### src/rtl/hs_pkg.sv
package hs_pkg;
  typedef enum logic [1:0] {
    XS_IDLE = 2'd0,
    XS_WAIT = 2'd1,
    XS_SAFE = 2'd2
  } xstate_t;
endpackage

### src/rtl/hs_debounce.sv
module hs_debounce #(
  parameter int HOLD = 8
) (
  input  logic clk,
  input  logic rst_n,
  input  logic raw,
  output logic filt
);
  localparam int CW = (HOLD > 1) ? $clog2(HOLD) : 1;
  localparam logic [CW-1:0] LAST = CW'(HOLD - 1);

  logic [CW-1:0] cnt;

  always_ff @(posedge clk or negedge rst_n) begin
    if (!rst_n) begin
      cnt  <= '0;
      filt <= 1'b0;
    end else if (raw != filt) begin
      if (cnt == LAST) begin
        filt <= raw;
        cnt  <= '0;
      end else begin
        cnt <= cnt + 1'b1;
      end
    end else begin
      cnt <= '0;
    end
  end

  // the filtered value only ever moves to the raw value seen at the edge
  p_db_follow_r6: assert property (@(posedge clk) disable iff (!rst_n)
    !$stable(filt) |-> (filt == $past(raw)));
endmodule

### src/rtl/hs_health_gate.sv
module hs_health_gate (
  input  logic fault_flag,
  input  logic slot_sel_n,
  input  logic good_filt,
  input  logic bp_rst_n,
  output logic pwr_on,
  output logic healthy,
  output logic local_rst_n
);
  always_comb begin
    pwr_on      = ~slot_sel_n;
    healthy     = ~fault_flag & pwr_on & good_filt;
    local_rst_n = healthy & bp_rst_n;
  end
endmodule

### src/rtl/hs_extract_fsm.sv
module hs_extract_fsm
  import hs_pkg::*;
(
  input  logic clk,
  input  logic rst_n,
  input  logic eject_db,
  input  logic healthy,
  input  logic quiesce_done,
  input  logic enum_clr,
  output logic enum_drive_low,
  output logic remove_led
);
  xstate_t st;
  logic    eject_q;
  logic    enum_flag;
  logic    rise;
  logic    cancel;

  assign rise   = eject_db & ~eject_q;
  assign cancel = (st == XS_WAIT) & ~eject_db;

  always_ff @(posedge clk or negedge rst_n) begin
    if (!rst_n) begin
      st      <= XS_IDLE;
      eject_q <= 1'b0;
    end else begin
      eject_q <= eject_db;
      case (st)
        XS_IDLE: if (rise && healthy) st <= XS_WAIT;
        XS_WAIT: begin
          if (!eject_db)         st <= XS_IDLE;
          else if (quiesce_done) st <= XS_SAFE;
        end
        XS_SAFE: if (!eject_db) st <= XS_IDLE;
        default: st <= XS_IDLE;
      endcase
    end
  end

  always_ff @(posedge clk or negedge rst_n) begin
    if (!rst_n)                                enum_flag <= 1'b0;
    else if (st == XS_IDLE && rise && healthy) enum_flag <= 1'b1;
    else if (enum_clr || cancel)               enum_flag <= 1'b0;
  end

  assign enum_drive_low = enum_flag & healthy;
  assign remove_led     = (st == XS_SAFE);

  // LED only lights after a quiesce strobe
  p_led_entry_r9: assert property (@(posedge clk) disable iff (!rst_n)
    $rose(remove_led) |-> $past(quiesce_done));
  // a cancel clears the request and returns to idle
  p_cancel_r10: assert property (@(posedge clk) disable iff (!rst_n)
    cancel |=> (st == XS_IDLE && !enum_flag));
  // pending request holds until cleared or cancelled
  p_enum_hold_r7: assert property (@(posedge clk) disable iff (!rst_n)
    (enum_flag && !enum_clr && !cancel) |=> enum_flag);
endmodule

### src/rtl/hs_status_glue.sv
module hs_status_glue #(
  parameter int GOOD_HOLD  = 8,
  parameter int EJECT_HOLD = 1024
) (
  input  logic clk,
  input  logic rst_n,
  input  logic fault_flag,
  input  logic slot_sel_n,
  input  logic out_good,
  input  logic bp_rst_n,
  input  logic eject_open,
  input  logic quiesce_done,
  input  logic enum_clr,
  output logic pwr_on,
  output logic healthy_n,
  output logic local_rst_n,
  output logic enum_drive_low,
  output logic remove_led
);
  logic good_filt;
  logic eject_db;
  logic healthy;

  hs_debounce #(.HOLD(GOOD_HOLD)) u_good_flt (
    .clk(clk), .rst_n(rst_n), .raw(out_good), .filt(good_filt)
  );

  hs_debounce #(.HOLD(EJECT_HOLD)) u_eject_flt (
    .clk(clk), .rst_n(rst_n), .raw(eject_open), .filt(eject_db)
  );

  hs_health_gate u_gate (
    .fault_flag(fault_flag), .slot_sel_n(slot_sel_n), .good_filt(good_filt),
    .bp_rst_n(bp_rst_n), .pwr_on(pwr_on), .healthy(healthy),
    .local_rst_n(local_rst_n)
  );

  hs_extract_fsm u_fsm (
    .clk(clk), .rst_n(rst_n), .eject_db(eject_db), .healthy(healthy),
    .quiesce_done(quiesce_done), .enum_clr(enum_clr),
    .enum_drive_low(enum_drive_low), .remove_led(remove_led)
  );

  assign healthy_n = ~healthy;

  // enumeration drive masked while unhealthy
  p_mask_r8: assert property (@(posedge clk) disable iff (!rst_n)
    healthy_n |-> !enum_drive_low);
  // local reset held whenever health is lost
  p_rst_drop_r4: assert property (@(posedge clk) disable iff (!rst_n)
    healthy_n |-> !local_rst_n);
endmodule

### config.mk
export PLATFORM = sky130hd
export DESIGN_NAME = hs_status_glue
export DESIGN_NICKNAME = d
export VERILOG_FILES = /design/src/rtl/hs_pkg.sv /design/src/rtl/hs_debounce.sv /design/src/rtl/hs_health_gate.sv /design/src/rtl/hs_extract_fsm.sv /design/src/rtl/hs_status_glue.sv
export SDC_FILE = /design/constraint.sdc
export NUM_CORES = 1
export LEC_CHECK = 0
export ABC_AREA = 1
export BUFFER_PORTS_ARGS = -buffer_cell sky130_fd_sc_hd__buf_2
export CORE_UTILIZATION = 45
export DETAILED_ROUTE_END_ITERATION = 8
export PLACE_DENSITY = 0.69
export SLEW_MARGIN = 30
export SYNTH_ARGS = -nofsm -noshare
export SYNTH_HDL_FRONTEND = slang
export SYNTH_SLANG_ARGS = --single-unit
### constraint.sdc
create_clock -name clk -period 1.2 [get_ports clk]
set_input_delay 0.12 -clock clk [delete_from_list [all_inputs] [get_ports clk]]
set_output_delay 0.12 -clock clk [all_outputs]
set_load 0.05 [all_outputs]
---- Yosys cells after proc, flatten, opt, wreduce, memory -nomap -nowiden ----
Index checks and enable logic that the tools add are counted.
storage, ports and cells
  bits in registers ....................... 19
  latch bits .............................. 0
  bits in writable memories ............... 0
  ROM bits ................................ 0
  bits of input ports ..................... 9
  output and inout port bits .............. 5
  word-level logic and storage cells ...... 49
  memories kept ........................... 0
operators by class
  add/sub/neg operators ................... 2
  multipliers ............................. 0
  div/mod/pow operators ................... 0
  magnitude comparators ................... 0
  equal/unequal tests ..................... 9
  shift operators ......................... 0
  multiplexer cells ....................... 11
  bitwise logic cells ..................... 11
  reductions and logical operators ........ 9
operator list
  operator                                        number
  2-to-1 mux 10 bit                               2
  adder 10 x 1 -> 10 bit (second input constant)  1
  == test 10 bit (second input constant)          1
  2-to-1 mux 2 bit                                4
  AND 1 bit                                       6
  2-to-1 mux 3 bit                                2
  one-hot mux 2 bit (3 select lines)              1
  inverter 1 bit                                  5
  AND reduction 2 bit                             2
  adder 3 x 1 -> 3 bit (second input constant)    1
  == test 3 bit (second input constant)           1
  logical AND 1 bit                               3
  != test 3 bit (second input constant)           1
  AND reduction 3 bit                             1
  == test 2 x 1 -> 1 bit (second input constant)  1
  == test 2 bit (second input constant)           1
  logical NOT 2 bit                               1
  2-to-1 mux 1 bit                                2
  != test 1 bit                                   2
  != test 2 x 1 -> 1 bit (second input constant)  1
  != test 2 bit (second input constant)           1
  nonzero test 2 bit                              1
  logical OR 1 bit                                1

---- Depth between registers and ports, before layout ----
  depth in word-level cells ............... 6
  mapped depth ............................ 8
  depth with buffers taken out ............ 8

---- By module ----
Synthesis repeated with hierarchy kept, for this count alone.
unflattened totals
  cells, all modules ...................... 120
  area total of the unflattened synthesis .. 997.2 sq um
modules (own cells, without submodules)
  module                     times used  cells an instance  area an instance (sq um)
  hs_debounce (u_eject_flt)  1           68                 601.8
  hs_extract_fsm             1           26                 188.9
  hs_debounce (u_good_flt)   1           19                 177.7
  hs_health_gate             1           6                  25.0
  hs_status_glue             1           1                  3.8

---- Worst setup path before layout ----
OpenSTA, ideal clock, no wires.
  kind .................................... reg2out
  from .................................... reg u_good_flt.filt
  to ...................................... out enum_drive_low
  arrival time ............................ 1.472 ns
  required time ........................... 1.080 ns
  slack ................................... -0.392 ns
  stages on the path, launching flop included .. 3
  path buffers ............................ 0
  cells stage by stage .................... dfrtp_1 nand2_1 nor2_1
between the ends
  cells in the longest elaborated chain, start to end .. 2
ends and longest elaborated chain
  element                 line                  RTL
  start, declared         hs_debounce.sv:7      output logic filt
  start signal, assigned  hs_debounce.sv:20     filt <= raw;
  AND 1 bit               hs_health_gate.sv:12  healthy = ~fault_flag & pwr_on & good_filt;
  AND 1 bit               hs_extract_fsm.sv:46  assign enum_drive_low = enum_flag & healthy;
  end, declared           hs_status_glue.sv:17  output logic enum_drive_low,
No other way between the ends.

---- Worst setup path after layout ----
  from .................................... reg u_eject_flt.cnt[0]
  to ...................................... reg u_eject_flt.cnt[8]
between the ends
  cells in the longest elaborated chain, start to end .. 3
  elaborated cells between the ends (all ways) .. 4
ends and longest elaborated chain
  element                                                          line                                  RTL
  start, declared                                                  hs_debounce.sv:12                     logic [CW-1:0] cnt;
  start signal, assigned                                           hs_debounce.sv:23                     cnt <= cnt + 1'b1;
  adder 10 x 1 -> 10 bit / == test 10 bit (equally long branches)  hs_debounce.sv:23, hs_debounce.sv:19
  2-to-1 mux 10 bit (*)                                            hs_debounce.sv:19                     if (cnt == LAST) begin
  2-to-1 mux 10 bit (*)                                            hs_debounce.sv:18                     end else if (raw != filt) begin
Mark *: on every way between the ends. The rest lies on a longest branch, timed or not.
A chain may end at the register's enable or synchronous reset.

==> flow_summary.toml <==
[placed_design]
place_inst = 150
dp_hpwl_mm = 1.16
io_buffers = 13
place.gp.congestion = 0.742
placed_area_sq_um = 1050

[timing]
fin_crit_ns = 1.20
fin_hold_ws_ns = 0.0228
finClkSkew_ns = 0.000814
setup_viol_count_final = 0
worst_pin_slew_ns = 0.428
final-hold-violation-count = 0
slew_headroom_pct = 71.4
finalMaxSlewViolations = 0
fin_crit_sh_pct = 99.9
timing.fmax_mhz = 834
rsz0062_at_grt = "true"

[synth]
synth-compound-area-share_pct = 2.15
yosysUniqueCellTypes = 19
synth_mux_area_share_pct = 1.21
ys_seq_elements = 19
synth_xor_xnor_area_share_pct = 5.52
seq_area_frac_synth_pct = 51.1
postSynthCellCount = 109
synthesis.nets = 121
synth.avg_cell_area_sq_um = 8.53
yosysWarnings = 0
syn_area_sq_um = 930
synth-simple-area-share_pct = 29.5
synth_top_family_by_area = "simple AND/OR/NAND/NOR gates"
synth_fa_ha_area_share_pct = 4.04

[final_layout]
fin_cells = 160
syn2layout_area_growth_pct = 27.7
nets = 146
antenna_cells = 0
drive_gt1_share_pct = 30.8
fin_area_sq_um = 1190
fillers = 175
fin_util_pct = 61.1

[floorplan]
die_h_um = 47.5
die_area_sq_um = 2250
initial_core_util_pct = 47.9
die_w_um = 47.5
fp-row-count = 16
pin_count = 14
coreArea_sq_um = 1940

[pwr]
power_leakage_uw = 0.000580
p_total_uw = 1330
ir_drop_mv = 0.692
power.density_nw_per_um2 = 1120

[drt]
vias = 744
drt_iter0_drc = 8
drt-wirelength-per-cell_um = 10.5
drc = 0
finalWirelength_mm = 1.67
vias_per_cell = 4.65
ant_nets = 0
firstDrtPassIters = 4

[worst_setup_path]
r2r_slack_ns = 0.001
critPathCaptureType = "register"
cp_slowest_cell = "dfrtp_1"
r2r_end = "u_eject_flt.cnt[8]"
cp_cell_sequence = "ha_2, nand2_4, nor2_2, nand2_1, o21ai_0, nor2_1"
cpLargestDelayFamily = "flip-flops"
r2r-start = "u_eject_flt.cnt[0]"
arrival_ns = 1.39
cp.required_ns = 1.39
startpoint_type = "register"
critPathKind = "reg2reg"
cp_max_fo = 3
r2r_cells = 6
critical-path-max-stage-delay_ns = 0.37
worst-path-buf-inv = 0

[run_status]
status = "finished clean"

[grt]
grt_overflow = 0
grtUsageTotal_pct = 16.2
antenna_found_initial = 0
first_global_vias = 633
grt_pass1_wl_mm = 2.48
grt_max_degree = 20

[clocking]
htree_levels = 1
root_buffer = "clkbuf_4"
clock_insertion_delay_worst_skew_ns = 0.29
tritoncts = "built"
clk_pin_slew_ns = 0.11
clock_path_buffers = 2
numCtsBuffers = 3
cts_num_sinks = 19

[flow_run]
maxCapViolCount = 0

[min_path]
holdCritPathClass = "in2reg"
whs_path_depth = 2
min_from = "quiesce_done"
min_to = "u_fsm.st[0]"
report_power, final:
part / internal [uW] / switching [uW]
sequential: 702 / 37.0
clock: 124 / 193
combinational: 132 / 139
total: 958 / 370
area by class of cell:
cell class | count | area (sq um) | share of cell area, %
clock inverters | 1 | 5.00 | 0.421
clock buffers | 3 | 22.5 | 1.90
repair buffers | 21 | 156 | 13.2
well taps | 27 | 33.8 | 2.85
inverters | 13 | 48.8 | 4.11
multi-input cells | 76 | 444 | 37.4
flip-flops and latches | 19 | 477 | 40.1
per-layer routing:
metal	part of all wire (%)	vias up	track usage [%]
met5	0	-	0
met4	0.54	0	6.86
met3	3.9	2	3.40
met2	49	15	28.8
met1	46	341	18.9
li1	-	386	-
worst max-delay path by stage:
stage,start,to,slack (ns),cells after the start
floorplan,u_good_flt.cnt[0],u_good_flt.filt,0.07,3
global placement,u_eject_flt.cnt[0],u_eject_flt.filt,0.02,8
detailed placement,u_eject_flt.cnt[0],u_eject_flt.cnt[8],-0.03,6
CTS,u_eject_flt.cnt[1],u_eject_flt.cnt[8],-0.01,6
global route,u_eject_flt.cnt[0],u_eject_flt.filt,-0.07,8
finish,u_eject_flt.cnt[0],u_eject_flt.cnt[8],0.001,6
stage by stage:
step	setup TNS (ns)	worst slack (ns)
floorplan	0	0.0688
global route	-0.523	-0.0698
finish	0	0.00106
detailed placement	-0.134	-0.0288
global placement	0	0.0184
CTS	-0.00984	-0.00984
sequential cells by signal (all words and copies together), names as in the netlist:
register and flops:
u_eject_flt.cnt 10, u_eject_flt.filt 1, u_fsm.eject_q 1, u_fsm.enum_flag 1, u_fsm.st 2, u_good_flt.cnt 3
u_good_flt.filt 1
cells in the final DEF, fill, tap and decap left out, drive strengths merged, types with 2 or more instances in the layout:
| cell type | n |
|---|---|
| nand2 | 26 |
| xor2 | 2 |
| inv | 13 |
| clkbuf | 3 |
| nor3 | 2 |
| nor2 | 25 |
| ha | 3 |
| nor3b | 2 |
| o21ai | 3 |
| dfrtp | 19 |
| xnor2 | 3 |
| nand4 | 2 |
| nand3 | 6 |
| buf | 20 |
timing repair:
action | CTS | global route
setup endpoints to repair | 12 | 14
pin swaps | 2 | 6
resized for setup | 14 | 5
hold buffers | 1 | 0
endpoints found under the hold margin | 19 | 0
buffers inserted | 2 | 3
logic make-up (layout without fill, tap and decap cells):
logic type      Yosys count  after routing
buf+inv                  14             38
xor+xnor                  5              5
mux                       1              1
fa+ha+maj                 3              3
compound gates            4              4
flops                    19             19
simple gates             63             63
cells in the mapped netlist:
cell type / n / area share, %
a21oi_1: 1 / 0.54
buf_6: 1 / 1.2
dfrtp_1: 19 / 51
ha_1: 3 / 4.0
inv_1: 13 / 5.2
mux2_2: 1 / 1.2
nand2_1: 25 / 10
nand2_2: 1 / 0.67
nand3_1: 6 / 3.2
nand4_1: 2 / 1.3
nor2_1: 22 / 8.9
nor2_2: 3 / 2.0
nor3_1: 2 / 1.1
nor3b_1: 1 / 0.81
nor3b_2: 1 / 1.3
o21ai_0: 3 / 1.6
xnor2_1: 3 / 2.8
xor2_1: 1 / 0.94
xor2_2: 1 / 1.8
Note: power is estimated with default switching activity, not from simulation.
